**src/rtl/pcnt_pkg.sv**
```systemverilog
package pcnt_pkg;
    localparam int SEL_W  = 4;
    localparam int N_CNT  = 4;
    localparam int N_RING = 2;

    localparam logic [SEL_W-1:0] PULSE_SEL_A = 4'd8;
    localparam logic [SEL_W-1:0] PULSE_SEL_B = 4'd9;
    localparam logic [SEL_W-1:0] PULSE_SEL_C = 4'd10;

    typedef enum logic [2:0] {
        ACT_HOLD,
        ACT_UP,
        ACT_DOWN,
        ACT_WRAP_LO,
        ACT_WRAP_HI,
        ACT_CLEAR
    } cnt_act_e;

    typedef enum logic [1:0] {
        IDX_IDLE,
        IDX_HI1,
        IDX_HI2
    } idx_state_e;

    typedef struct packed {
        logic                         pulse_mode;
        logic [N_CNT-1:0]             clr_on_cap;
        logic [N_RING-1:0]            ring_on;
        logic [N_CNT-1:0][SEL_W-1:0]  sel;
    } cfg_t;

    localparam int CFG_W = $bits(cfg_t);
endpackage

```
**src/rtl/pcnt_src_sel.sv**
```systemverilog
module pcnt_src_sel
    import pcnt_pkg::*;
#(
    parameter int N_SRC = 12
) (
    input  logic [SEL_W-1:0] sel_i,
    input  logic [N_SRC-1:0] src_step_i,
    input  logic [N_SRC-1:0] src_up_i,
    output logic             step_o,
    output logic             up_o
);
    always_comb begin
        step_o = 1'b0;
        up_o   = 1'b0;
        for (int s = 0; s < N_SRC; s++) begin
            if (sel_i == SEL_W'(s + 1)) begin
                step_o = src_step_i[s];
                up_o   = src_up_i[s];
            end
        end
    end
endmodule

```
**src/rtl/pcnt_cnt.sv**
```systemverilog
module pcnt_cnt
    import pcnt_pkg::*;
#(
    parameter int CW      = 28,
    parameter bit RING_OK = 1'b0
) (
    input  logic          clk,
    input  logic          rst_n,
    input  logic          step_i,
    input  logic          up_i,
    input  logic          ring_i,
    input  logic [CW-1:0] bound_i,
    input  logic          cap_i,
    input  logic          clr_on_cap_i,
    output logic [CW-1:0] cnt_o,
    output logic [CW-1:0] cap_o,
    output logic          dn_zero_o
);
    localparam logic [CW-1:0] ZERO = '0;
    localparam logic [CW-1:0] ONE  = CW'(1);

    cnt_act_e      act;
    logic [CW-1:0] cnt_q, cnt_d, cap_q;
    logic          ring_live;

    assign ring_live = RING_OK && ring_i;

    always_comb begin
        if (cap_i && clr_on_cap_i) begin
            act = ACT_CLEAR;
        end else if (!step_i) begin
            act = ACT_HOLD;
        end else if (up_i) begin
            act = (ring_live && cnt_q == bound_i) ? ACT_WRAP_LO : ACT_UP;
        end else begin
            act = (ring_live && cnt_q == ZERO) ? ACT_WRAP_HI : ACT_DOWN;
        end
    end

    always_comb begin
        unique case (act)
            ACT_HOLD:    cnt_d = cnt_q;
            ACT_UP:      cnt_d = cnt_q + ONE;
            ACT_DOWN:    cnt_d = cnt_q - ONE;
            ACT_WRAP_LO: cnt_d = ZERO;
            ACT_WRAP_HI: cnt_d = bound_i;
            ACT_CLEAR:   cnt_d = ZERO;
            default:     cnt_d = cnt_q;
        endcase
    end

    always_ff @(posedge clk or negedge rst_n) begin
        if (!rst_n) begin
            cnt_q <= ZERO;
            cap_q <= ZERO;
        end else begin
            cnt_q <= cnt_d;
            if (cap_i) begin
                cap_q <= cnt_q;
            end
        end
    end

    assign dn_zero_o = (act == ACT_DOWN) && (cnt_q == ONE);
    assign cnt_o     = cnt_q;
    assign cap_o     = cap_q;
endmodule

```
**src/rtl/pcnt_index.sv**
```systemverilog
module pcnt_index
    import pcnt_pkg::*;
(
    input  logic clk,
    input  logic rst_n,
    input  logic pulse_mode_i,
    input  logic dn_zero_i,
    input  logic match_i,
    output logic index_o
);
    idx_state_e state_q, state_d;

    always_ff @(posedge clk or negedge rst_n) begin
        if (!rst_n) begin
            state_q <= IDX_IDLE;
        end else begin
            state_q <= state_d;
        end
    end

    always_comb begin
        state_d = state_q;
        if (!pulse_mode_i) begin
            state_d = IDX_IDLE;
        end else begin
            unique case (state_q)
                IDX_IDLE: state_d = dn_zero_i ? IDX_HI1 : IDX_IDLE;
                IDX_HI1:  state_d = dn_zero_i ? IDX_HI1 : IDX_HI2;
                IDX_HI2:  state_d = dn_zero_i ? IDX_HI1 : IDX_IDLE;
                default:  state_d = IDX_IDLE;
            endcase
        end
    end

    always_comb begin
        if (pulse_mode_i) begin
            index_o = (state_q != IDX_IDLE);
        end else begin
            index_o = match_i;
        end
    end
endmodule

```
**src/rtl/pcnt_regs.sv**
```systemverilog
module pcnt_regs
    import pcnt_pkg::*;
#(
    parameter int CW = 28,
    parameter int DW = 32
) (
    input  logic                      clk,
    input  logic                      rst_n,
    input  logic                      wr_en,
    input  logic [2:0]                wr_addr,
    input  logic [DW-1:0]             wr_data,
    input  logic [2:0]                rd_addr,
    input  logic [N_CNT-1:0][CW-1:0]  cap_i,
    output logic [DW-1:0]             rd_data,
    output cfg_t                      cfg_o,
    output logic [CW-1:0]             cmp1_o,
    output logic [CW-1:0]             cmp2_o
);
    localparam int PAD_C = DW - CW;
    localparam int PAD_G = DW - CFG_W;

    localparam logic [2:0] A_CFG  = 3'd0;
    localparam logic [2:0] A_CMP1 = 3'd1;
    localparam logic [2:0] A_CMP2 = 3'd2;

    cfg_t          cfg_q;
    logic [CW-1:0] cmp1_q, cmp2_q;

    always_ff @(posedge clk or negedge rst_n) begin
        if (!rst_n) begin
            cfg_q  <= '0;
            cmp1_q <= '0;
            cmp2_q <= '0;
        end else if (wr_en) begin
            unique case (wr_addr)
                A_CFG:   cfg_q  <= cfg_t'(wr_data[CFG_W-1:0]);
                A_CMP1:  cmp1_q <= wr_data[CW-1:0];
                A_CMP2:  cmp2_q <= wr_data[CW-1:0];
                default: ;
            endcase
        end
    end

    always_comb begin
        unique case (rd_addr)
            3'd0:    rd_data = {{PAD_G{1'b0}}, cfg_q};
            3'd1:    rd_data = {{PAD_C{1'b0}}, cmp1_q};
            3'd2:    rd_data = {{PAD_C{1'b0}}, cmp2_q};
            3'd4:    rd_data = {{PAD_C{1'b0}}, cap_i[0]};
            3'd5:    rd_data = {{PAD_C{1'b0}}, cap_i[1]};
            3'd6:    rd_data = {{PAD_C{1'b0}}, cap_i[2]};
            3'd7:    rd_data = {{PAD_C{1'b0}}, cap_i[3]};
            default: rd_data = '0;
        endcase
    end

    assign cfg_o  = cfg_q;
    assign cmp1_o = cmp1_q;
    assign cmp2_o = cmp2_q;
endmodule

```
**src/rtl/pcnt_top.sv**
```systemverilog
module pcnt_top
    import pcnt_pkg::*;
#(
    parameter int N_SRC = 12,
    parameter int CW    = 28,
    parameter int DW    = 32
) (
    input  logic             clk,
    input  logic             rst_n,
    input  logic [N_SRC-1:0] src_step,
    input  logic [N_SRC-1:0] src_up,
    input  logic [3:0]       cap_stb,
    input  logic             wr_en,
    input  logic [2:0]       wr_addr,
    input  logic [DW-1:0]    wr_data,
    input  logic [2:0]       rd_addr,
    output logic [DW-1:0]    rd_data,
    output logic             index_o
);
    cfg_t                      cfg;
    logic [CW-1:0]             cmp1, cmp2;
    logic [N_CNT-1:0][CW-1:0]  cnt, cap, bound;
    logic [N_CNT-1:0]          step, up, ring, dz;
    logic                      pulse_mode, match4;

    pcnt_regs #(.CW(CW), .DW(DW)) regs_i (
        .clk     (clk),
        .rst_n   (rst_n),
        .wr_en   (wr_en),
        .wr_addr (wr_addr),
        .wr_data (wr_data),
        .rd_addr (rd_addr),
        .cap_i   (cap),
        .rd_data (rd_data),
        .cfg_o   (cfg),
        .cmp1_o  (cmp1),
        .cmp2_o  (cmp2)
    );

    for (genvar k = 0; k < N_CNT; k++) begin : g_ch
        localparam bit HAS_RING = (k < N_RING);

        if (HAS_RING) begin : g_ring
            assign ring[k]  = cfg.ring_on[k];
            assign bound[k] = (k == 0) ? cmp1 : cmp2;
        end else begin : g_flat
            assign ring[k]  = 1'b0;
            assign bound[k] = '0;
        end

        pcnt_src_sel #(.N_SRC(N_SRC)) sel_i (
            .sel_i      (cfg.sel[k]),
            .src_step_i (src_step),
            .src_up_i   (src_up),
            .step_o     (step[k]),
            .up_o       (up[k])
        );

        pcnt_cnt #(.CW(CW), .RING_OK(HAS_RING)) cnt_i (
            .clk          (clk),
            .rst_n        (rst_n),
            .step_i       (step[k]),
            .up_i         (up[k]),
            .ring_i       (ring[k]),
            .bound_i      (bound[k]),
            .cap_i        (cap_stb[k]),
            .clr_on_cap_i (cfg.clr_on_cap[k]),
            .cnt_o        (cnt[k]),
            .cap_o        (cap[k]),
            .dn_zero_o    (dz[k])
        );
    end

    assign pulse_mode = cfg.pulse_mode &&
                        (cfg.sel[3] == PULSE_SEL_A ||
                         cfg.sel[3] == PULSE_SEL_B ||
                         cfg.sel[3] == PULSE_SEL_C);
    assign match4 = (cnt[3] == cmp2);

    pcnt_index idx_i (
        .clk          (clk),
        .rst_n        (rst_n),
        .pulse_mode_i (pulse_mode),
        .dn_zero_i    (dz[3]),
        .match_i      (match4),
        .index_o      (index_o)
    );
endmodule

```
**config.mk**
```make
export PLATFORM = sky130hd
export DESIGN_NAME = pcnt_top
export DESIGN_NICKNAME = d
export VERILOG_FILES = /design/src/rtl/pcnt_pkg.sv /design/src/rtl/pcnt_src_sel.sv /design/src/rtl/pcnt_cnt.sv /design/src/rtl/pcnt_index.sv /design/src/rtl/pcnt_regs.sv /design/src/rtl/pcnt_top.sv
export SDC_FILE = /design/constraint.sdc
export NUM_CORES = 1
export LEC_CHECK = 0
export BUFFER_PORTS_ARGS = -buffer_cell sky130_fd_sc_hd__buf_2
export CAP_MARGIN = 20
export CELL_PAD_IN_SITES_DETAIL_PLACEMENT = 1
export CELL_PAD_IN_SITES_GLOBAL_PLACEMENT = 2
export CORE_ASPECT_RATIO = 2
export CORE_MARGIN = 3
export CORE_UTILIZATION = 37
export DETAILED_ROUTE_END_ITERATION = 7
export PLACE_DENSITY = 0.88
export SYNTH_ARGS = -nofsm -noshare
export SYNTH_HDL_FRONTEND = slang
export SYNTH_HIERARCHICAL = 1
export SYNTH_SLANG_ARGS = --single-unit
```
**constraint.sdc**
```tcl
create_clock -name clk -period 3.3 [get_ports clk]
set_clock_uncertainty 0.1 [all_clocks]
set_input_delay 0.33 -clock clk [delete_from_list [all_inputs] [get_ports clk]]
set_output_delay 0.33 -clock clk [all_outputs]
set_load 0.1 [all_outputs]
```
==> results.yml, run 1 <==
place:
  port_buffers: 93
  place_area_um2: 23400
  gp_congestion: 1.00
  dp_hpwl_um: 72700
  placedCellCount: 3037
pwr:
  vdd_drop_max_uv: 459
  power-per-cell-area_nw_per_um2: 846
  finalPower_uw: 21100
  p_leak_uw: 0.0101
floorplan:
  coreArea_um2: 55600
  initial_utilization_pct: 37.6
  chipHeight_um: 342
  die_x_um: 174
  io_pins: 102
  placementRows: 122
  dieArea_um2: 59600
timing:
  slew_headroom_pct: 41.3
  finalSetupViolCount: 0
  worst-slew-pin-transition_ns: 0.878
  fmax_mhz: 306
  min_period_ns: 3.27
  holdWs_ns: 0.122
  fin_tns_setup_ns: 0
  rsz0062_at_grt: "true"
  drv_slew: 0
  hold_viol: 0
  finalCritPeriodShare_pct: 99.1
global_routing:
  grt_pass1_vias: 21500
  antenna_found_initial: 4
  grt_max_degree: 91
  grt_util_all_layers_pct: 31.3
  grt_pass1_wl_um: 141000
  overflow: 0
setup_path:
  slowest_delay_ns: 0.52
  crit_path_end_kind: "register"
  critPathSlowestCell: "or4b_4"
  cp_cell_sequence: "buf_4 -> nor2_2 -> nand3b_1 -> o221a_1 -> a221o_2 -> or4b_4 -> or3_4 -> mux2_2 -> or3_1 -> a21oi_1"
  crit_type: "register to register"
  worst_setup_path_start_kind: "register"
  required_ns: 3.74
  worstPathArrival_ns: 3.70
  critPathMaxFanout: 7
  rr_worst_depth: 10
outcome:
  outcome: "complete, no violations"
clock_network:
  clockBufferDepth: 3
  clk_pin_slew_ns: 0.07
  clock_latency_ns: 0.63
  cts_made_buffers: 31
  htree_num_levels: 1
  clock_sinks: 305
  cts_tree: "done"
  cts-root-buf: "clkbuf_16"
final_layout:
  nNetsFinal: 2436
  fin_cells: 3125
  design_area_um2: 24900
  syn_to_final_growth_pct: 19.0
  drive_gt1_share_pct: 29.0
drt:
  wl_per_cell_um: 30.7
  postRouteWirelength_um: 95800
  postRouteAntennaNets: 0
  vias_per_cell: 6.45
  drtPass1Iterations: 5
  num_vias: 20200
  drt-initial-drc-count: 1652
  detail_route.drc_violations: 0
hold_path:
  hp-class: "input port to register"
  whs_path_depth: 4
synth:
  synth_area_per_cell_um2: 9.59
  synthCells: 2181
  ys_warn_count: 6
  netlist_area_um2: 20900
flow_run:
  cap_violations: 0
-- placed cells by master, fill, tap and decap left out, types with 21 or more instances in the layout --
| cell | instances |
|---|---|
| a21oi_1 | 86 |
| nor3_1 | 84 |
| nor2_1 | 142 |
| and2_1 | 21 |
| nand3_1 | 74 |
| buf_4 | 195 |
| mux2_2 | 236 |
| nand4_1 | 75 |
| nand2_1 | 125 |
| dfrtp_1 | 296 |
| nor4_1 | 58 |
| mux2i_1 | 42 |
| clkbuf_16 | 31 |
| inv_1 | 37 |
| xor2_1 | 40 |
| buf_12 | 33 |
| xnor2_1 | 98 |
| dlygate4sd3_1 | 29 |
| buf_2 | 66 |
| o2bb2ai_1 | 25 |
| o21ai_0 | 56 |
-- final timing paths --
| check | to | start | slack, ns |
|---|---|---|---|
| worst max-delay path | g_ch[3].cnt_i/cnt_o[12] | regs_i/cfg_o[12] | 0.03 |
| worst min-delay path | g_ch[0].cnt_i/cnt_o[0] | cap_stb[0] | 0.12 |
| worst max register to register | g_ch[3].cnt_i/cnt_o[12] | regs_i/cfg_o[12] | 0.03 |
| worst min register to register | idx_i/state_q[0] | idx_i/state_q[0] | 0.37 |
| max in group asynchronous | g_ch[2].cnt_i/cap_o[25] | rst_n | 1.90 |
| min in group asynchronous | regs_i/cmp2_o[26] | rst_n | 0.20 |
-- through the flow --
stage / setup slack, ns / utilization [%]
4_1_cts: 0.00454 / 44.6
6_report: 0.0313 / 44.8
3_3_place_gp: -0.174 / 42.1
2_1_floorplan: 0.131 / -
5_1_grt: -0.0231 / 44.8
3_5_place_dp: -0.228 / 42.1
-- what timing repair did --
item | in CTS | in global routing
hold buffers | 29 | 0
setup buffers | 2 | 0
pin swaps | 4 | 4
endpoints found under the hold margin | 142 | 0
endpoints found under the setup margin | 16 | 33
gates resized for setup | 17 | 23
-- layer usage --
| metal | track usage [%] | vias up | wire (um) |
|---|---|---|---|
| met5 | 0 | - | 11 |
| met4 | 29.2 | 2 | 11100 |
| li1 | - | 8506 | - |
| met1 | 31.3 | 10300 | 31800 |
| met2 | 55.3 | 914 | 48000 |
| met3 | 4.54 | 460 | 4890 |
-- layout make-up --
cell class	instances	area, um2
clock inverter	16	186
multi-input combinational	1651	12300
fill	6294	30700
inverter	38	143
clock buffer	40	870
tap	744	931
antenna	2	5.00
sequential	305	7640
timing repair buffer	329	2820
-- flip-flops by register name, summed over array words and instances (netlist names) --
name / flops
g_ch.cnt_i/cnt_o: 112
idx_i/state_q: 2
regs_i/cmp1_o: 28
regs_i/cfg_o: 23
regs_i/cmp2_o: 28
g_ch.cnt_i/cap_o: 112
-- where the power goes --
group          leakage (uW)  internal [uW]  switching, uW
combinational       0.00573           4180           6310
clock              0.000499           2100           1750
sequential          0.00391           4810           1910
total                0.0101          11100           9960
-- critical path, delay by kind of cell (launching register included) --
family | cells | cell delay (ns)
and+or+nand+nor | 5 | 1.41
AOI/OAI and AO/OA | 3 | 0.75
DFF | 1 | 0.47
muxes | 1 | 0.27
buffers and inverters | 1 | 0.17
Power figures use the tool's default switching activity.
==> inputs of run 2 (changes only) <==
--- a/config.mk
+++ b/config.mk
@@ -16,5 +16,4 @@
 export PLACE_DENSITY = 0.88
 export SYNTH_ARGS = -nofsm -noshare
 export SYNTH_HDL_FRONTEND = slang
-export SYNTH_HIERARCHICAL = 1
 export SYNTH_SLANG_ARGS = --single-unit
==> results.yml, run 2 <==
final_layout:
  multi_input_area_um2: 14500
  final_cell_mix: "432 x buf_4, 299 x dfrtp_1, 221 x nor2_1, 195 x mux2_2, 109 x nand2_1"
  regArea_um2: 7640
  design_area_um2: 29800
  nNetsFinal: 2787
  drive_gt1_share_pct: 45.7
  fillers: 5751
  syn_to_final_growth_pct: 45.3
  final_common_cell: "buf_4"
synth:
  synth_edf_count: 0
  synthCells: 2108
  netlist.area_leader.share_pct: 37.3
  synth_top_cell_by_area: "dfrtp_1"
  synth_flop_cell: "dfrtp_1"
  synth.most_common_cell: "dfrtp_1"
  netlist_area_um2: 20500
  synth_seq_cells: 305
  ys_async_sr_fraction_pct: 100
  synth_area_per_cell_um2: 9.72
  ys_top_cells_by_area: "dfrtp_1 37%, mux2_2 11%, ha_1 4.9%"
  netlist_top_cells_count: "305 x dfrtp_1, 233 x nor2_1, 197 x mux2_2"
  ys_types: 92
  yosysSeqAreaShare_pct: 37.3
  ys_warn_count: 0
timing:
  fmax_mhz: 215
  finalSetupViolCount: 74
  hold_viol: 0
  holdWs_ns: 0.0717
  rsz0062_at_grt: "true"
  timing.final.ws_setup_ns: -1.35
  slew_headroom_pct: 28.7
  drv_slew: 0
  finalCritPeriodShare_pct: 141
  min_period_ns: 4.65
  worst-slew-pin-transition_ns: 1.07
floorplan:
  chipHeight_um: 339
  placementRows: 121
  dieArea_um2: 58400
  die_x_um: 172
  initial_utilization_pct: 37.5
  coreArea_um2: 54700
  io_pins: 102
pwr:
  power-per-cell-area_nw_per_um2: 1150
  p_leak_uw: 0.0128
  vdd_drop_max_uv: 499
clock_network:
  htree_num_levels: 1
  clk_pin_slew_ns: 0.08
  clockBufferDepth: 3
  cts_tree: "done"
  clock_latency_ns: 0.61
  cts-root-buf: "clkbuf_16"
  clock_sinks: 305
  cts_made_buffers: 29
setup_path:
  rr_worst_depth: 19
  crit_type: "register to register"
  critPathMaxFanout: 7
  worstPathArrival_ns: 5.04
  reg2reg_setup_slack_ns: -1.35
  worst_setup_path_start_kind: "register"
  timing.rr.end: "g_ch[0].cnt_i.cnt_o[26]"
  reg2reg_from: "regs_i.cfg_o[1]"
  crit_path_end_kind: "register"
  required_ns: 3.69
drt:
  wl_per_cell_um: 33.6
  num_vias: 22100
  drtPass1Iterations: 7
  postRouteWirelength_um: 114000
  drt-initial-drc-count: 2021
  postRouteAntennaNets: 0
  detail_route.drc_violations: 0
  vias_per_cell: 6.49
global_routing:
  overflow: 0
  grt_max_degree: 96
  antenna_found_initial: 17
  grt_util_all_layers_pct: 36.7
  grt_pass1_wl_um: 158000
  grt_pass1_vias: 23900
place:
  place_area_um2: 25700
  dp_hpwl_um: 75800
  port_buffers: 93
  gp_congestion: 1.01
hold_path:
  hp-start: "wr_data[4]"
  whs_path_depth: 2
  holdPathEnd: "regs_i.cfg_o[4]"
  hp-class: "input port to register"
outcome:
  outcome: "finished, violations left"
  violations: "negative setup slack"
flow_run:
  cap_violations: 0
run 2: changes by cell type in the layout (fill, tap and decap cells not counted), moves of 20 or more:
cell / change
ha_4: +34
a221oi_2: +23
o2bb2ai_1: -25
nor4_1: -24
mux2_2: -41
nor2_1: +79
buf_4: +237
a21oi_2: +54
buf_6: +43
ha_1: +34
nor3_1: -52
nand3_1: -26
a21oi_1: -20
nand4_1: -48
run 2: layer usage:
metal	vias up	track usage [%]	share of wire, %
met5	-	0	0.053
met2	1415	60.6	48
met1	11100	33.9	31
met3	739	12.3	8.6
li1	8871	-	-
met4	8	36.1	13
run 2: worst max-delay path: stages, from the launching register on:
cell	delay, ns
dfrtp_1	0.45
buf_6	0.14
mux2_4	0.29
a221o_1	0.39
o21ai_2	0.08
o22a_2	0.22
nor4_4	0.07
buf_6	0.18
buf_12	0.14
fa_2	0.41
a211oi_4	0.32
o21bai_2	0.16
a21oi_4	0.23
o21a_1	0.20
o211ai_1	0.17
buf_4	0.20
a2111oi_4	0.33
o21bai_1	0.14
xnor2_1	0.20
o21ai_1	0.10
run 2: where the power goes:
part           switching (uW)  total [uW]  internal, uW
logic                   12800       23100         10300
registers                1760        6940          5180
clock network            1720        4120          2400
total                   16200       34100         17900
run 2: repair_timing:
action	in CTS	in global routing
setup buffers	54	49
cloned	3	0
gates resized for setup	249	147
hold buffers	26	0
pin swaps	152	137
endpoints found under the hold margin	149	0
setup endpoints to repair	82	100
run 2: cell type report:
class | instances | share of cell area, %
Clock buffer | 33 | 2.59
Tap cell | 738 | 3.10
Antenna cell | 11 | 0.0925
Inverter | 37 | 0.488
Timing Repair Buffer | 625 | 18.2
Multi-Input combinational cell | 1636 | 48.7
Clock inverter | 20 | 1.19
Sequential cell | 305 | 25.7
run 2: kinds of logic (layout without fill, tap and decap cells):
logic type | Yosys count | after routing | share of synthesized area, %
AOI/OAI and AO/OA | 482 | 482 | 16.0
DFF | 305 | 305 | 37.3
buffers and inverters | 170 | 715 | 3.51
and+or+nand+nor | 636 | 636 | 15.3
xor gates and xnor gates | 167 | 167 | 7.14
other | 1 | 15 | 0.0183
adders and majority gates | 84 | 84 | 5.24
muxes | 263 | 263 | 15.6
run 2: per-stage QoR:
| step | setup TNS [ns] | setup slack, ns | util [%] | instances | total power [uW] |
|---|---|---|---|---|---|
| global route | -65.46 | -1.40 | 54.4 | 3400 | 35300 |
| global placement | -52.92 | -1.26 | 47.0 | 3239 | 23400 |
| finish | -55.07 | -1.35 | 54.5 | 3405 | 34100 |
| CTS | -43.35 | -1.04 | 52.8 | 3365 | 31100 |
| detailed placement | -61.27 | -1.40 | 47.0 | 3239 | 24200 |
| floorplan | -51.17 | -1.37 | - | 2111 | 16100 |
run 2: how the worst max path moves through the flow:
stage                          from                 endpoint  cells after the start
floorplan           regs_i.cfg_o[1]  g_ch[0].cnt_i.cnt_o[27]                     16
global placement    regs_i.cfg_o[6]  g_ch[1].cnt_i.cnt_o[27]                     19
detailed placement  regs_i.cfg_o[6]  g_ch[1].cnt_i.cnt_o[26]                     18
CTS                 regs_i.cfg_o[1]  g_ch[0].cnt_i.cnt_o[27]                     18
global route        regs_i.cfg_o[1]  g_ch[0].cnt_i.cnt_o[26]                     19
finish              regs_i.cfg_o[1]  g_ch[0].cnt_i.cnt_o[26]                     19
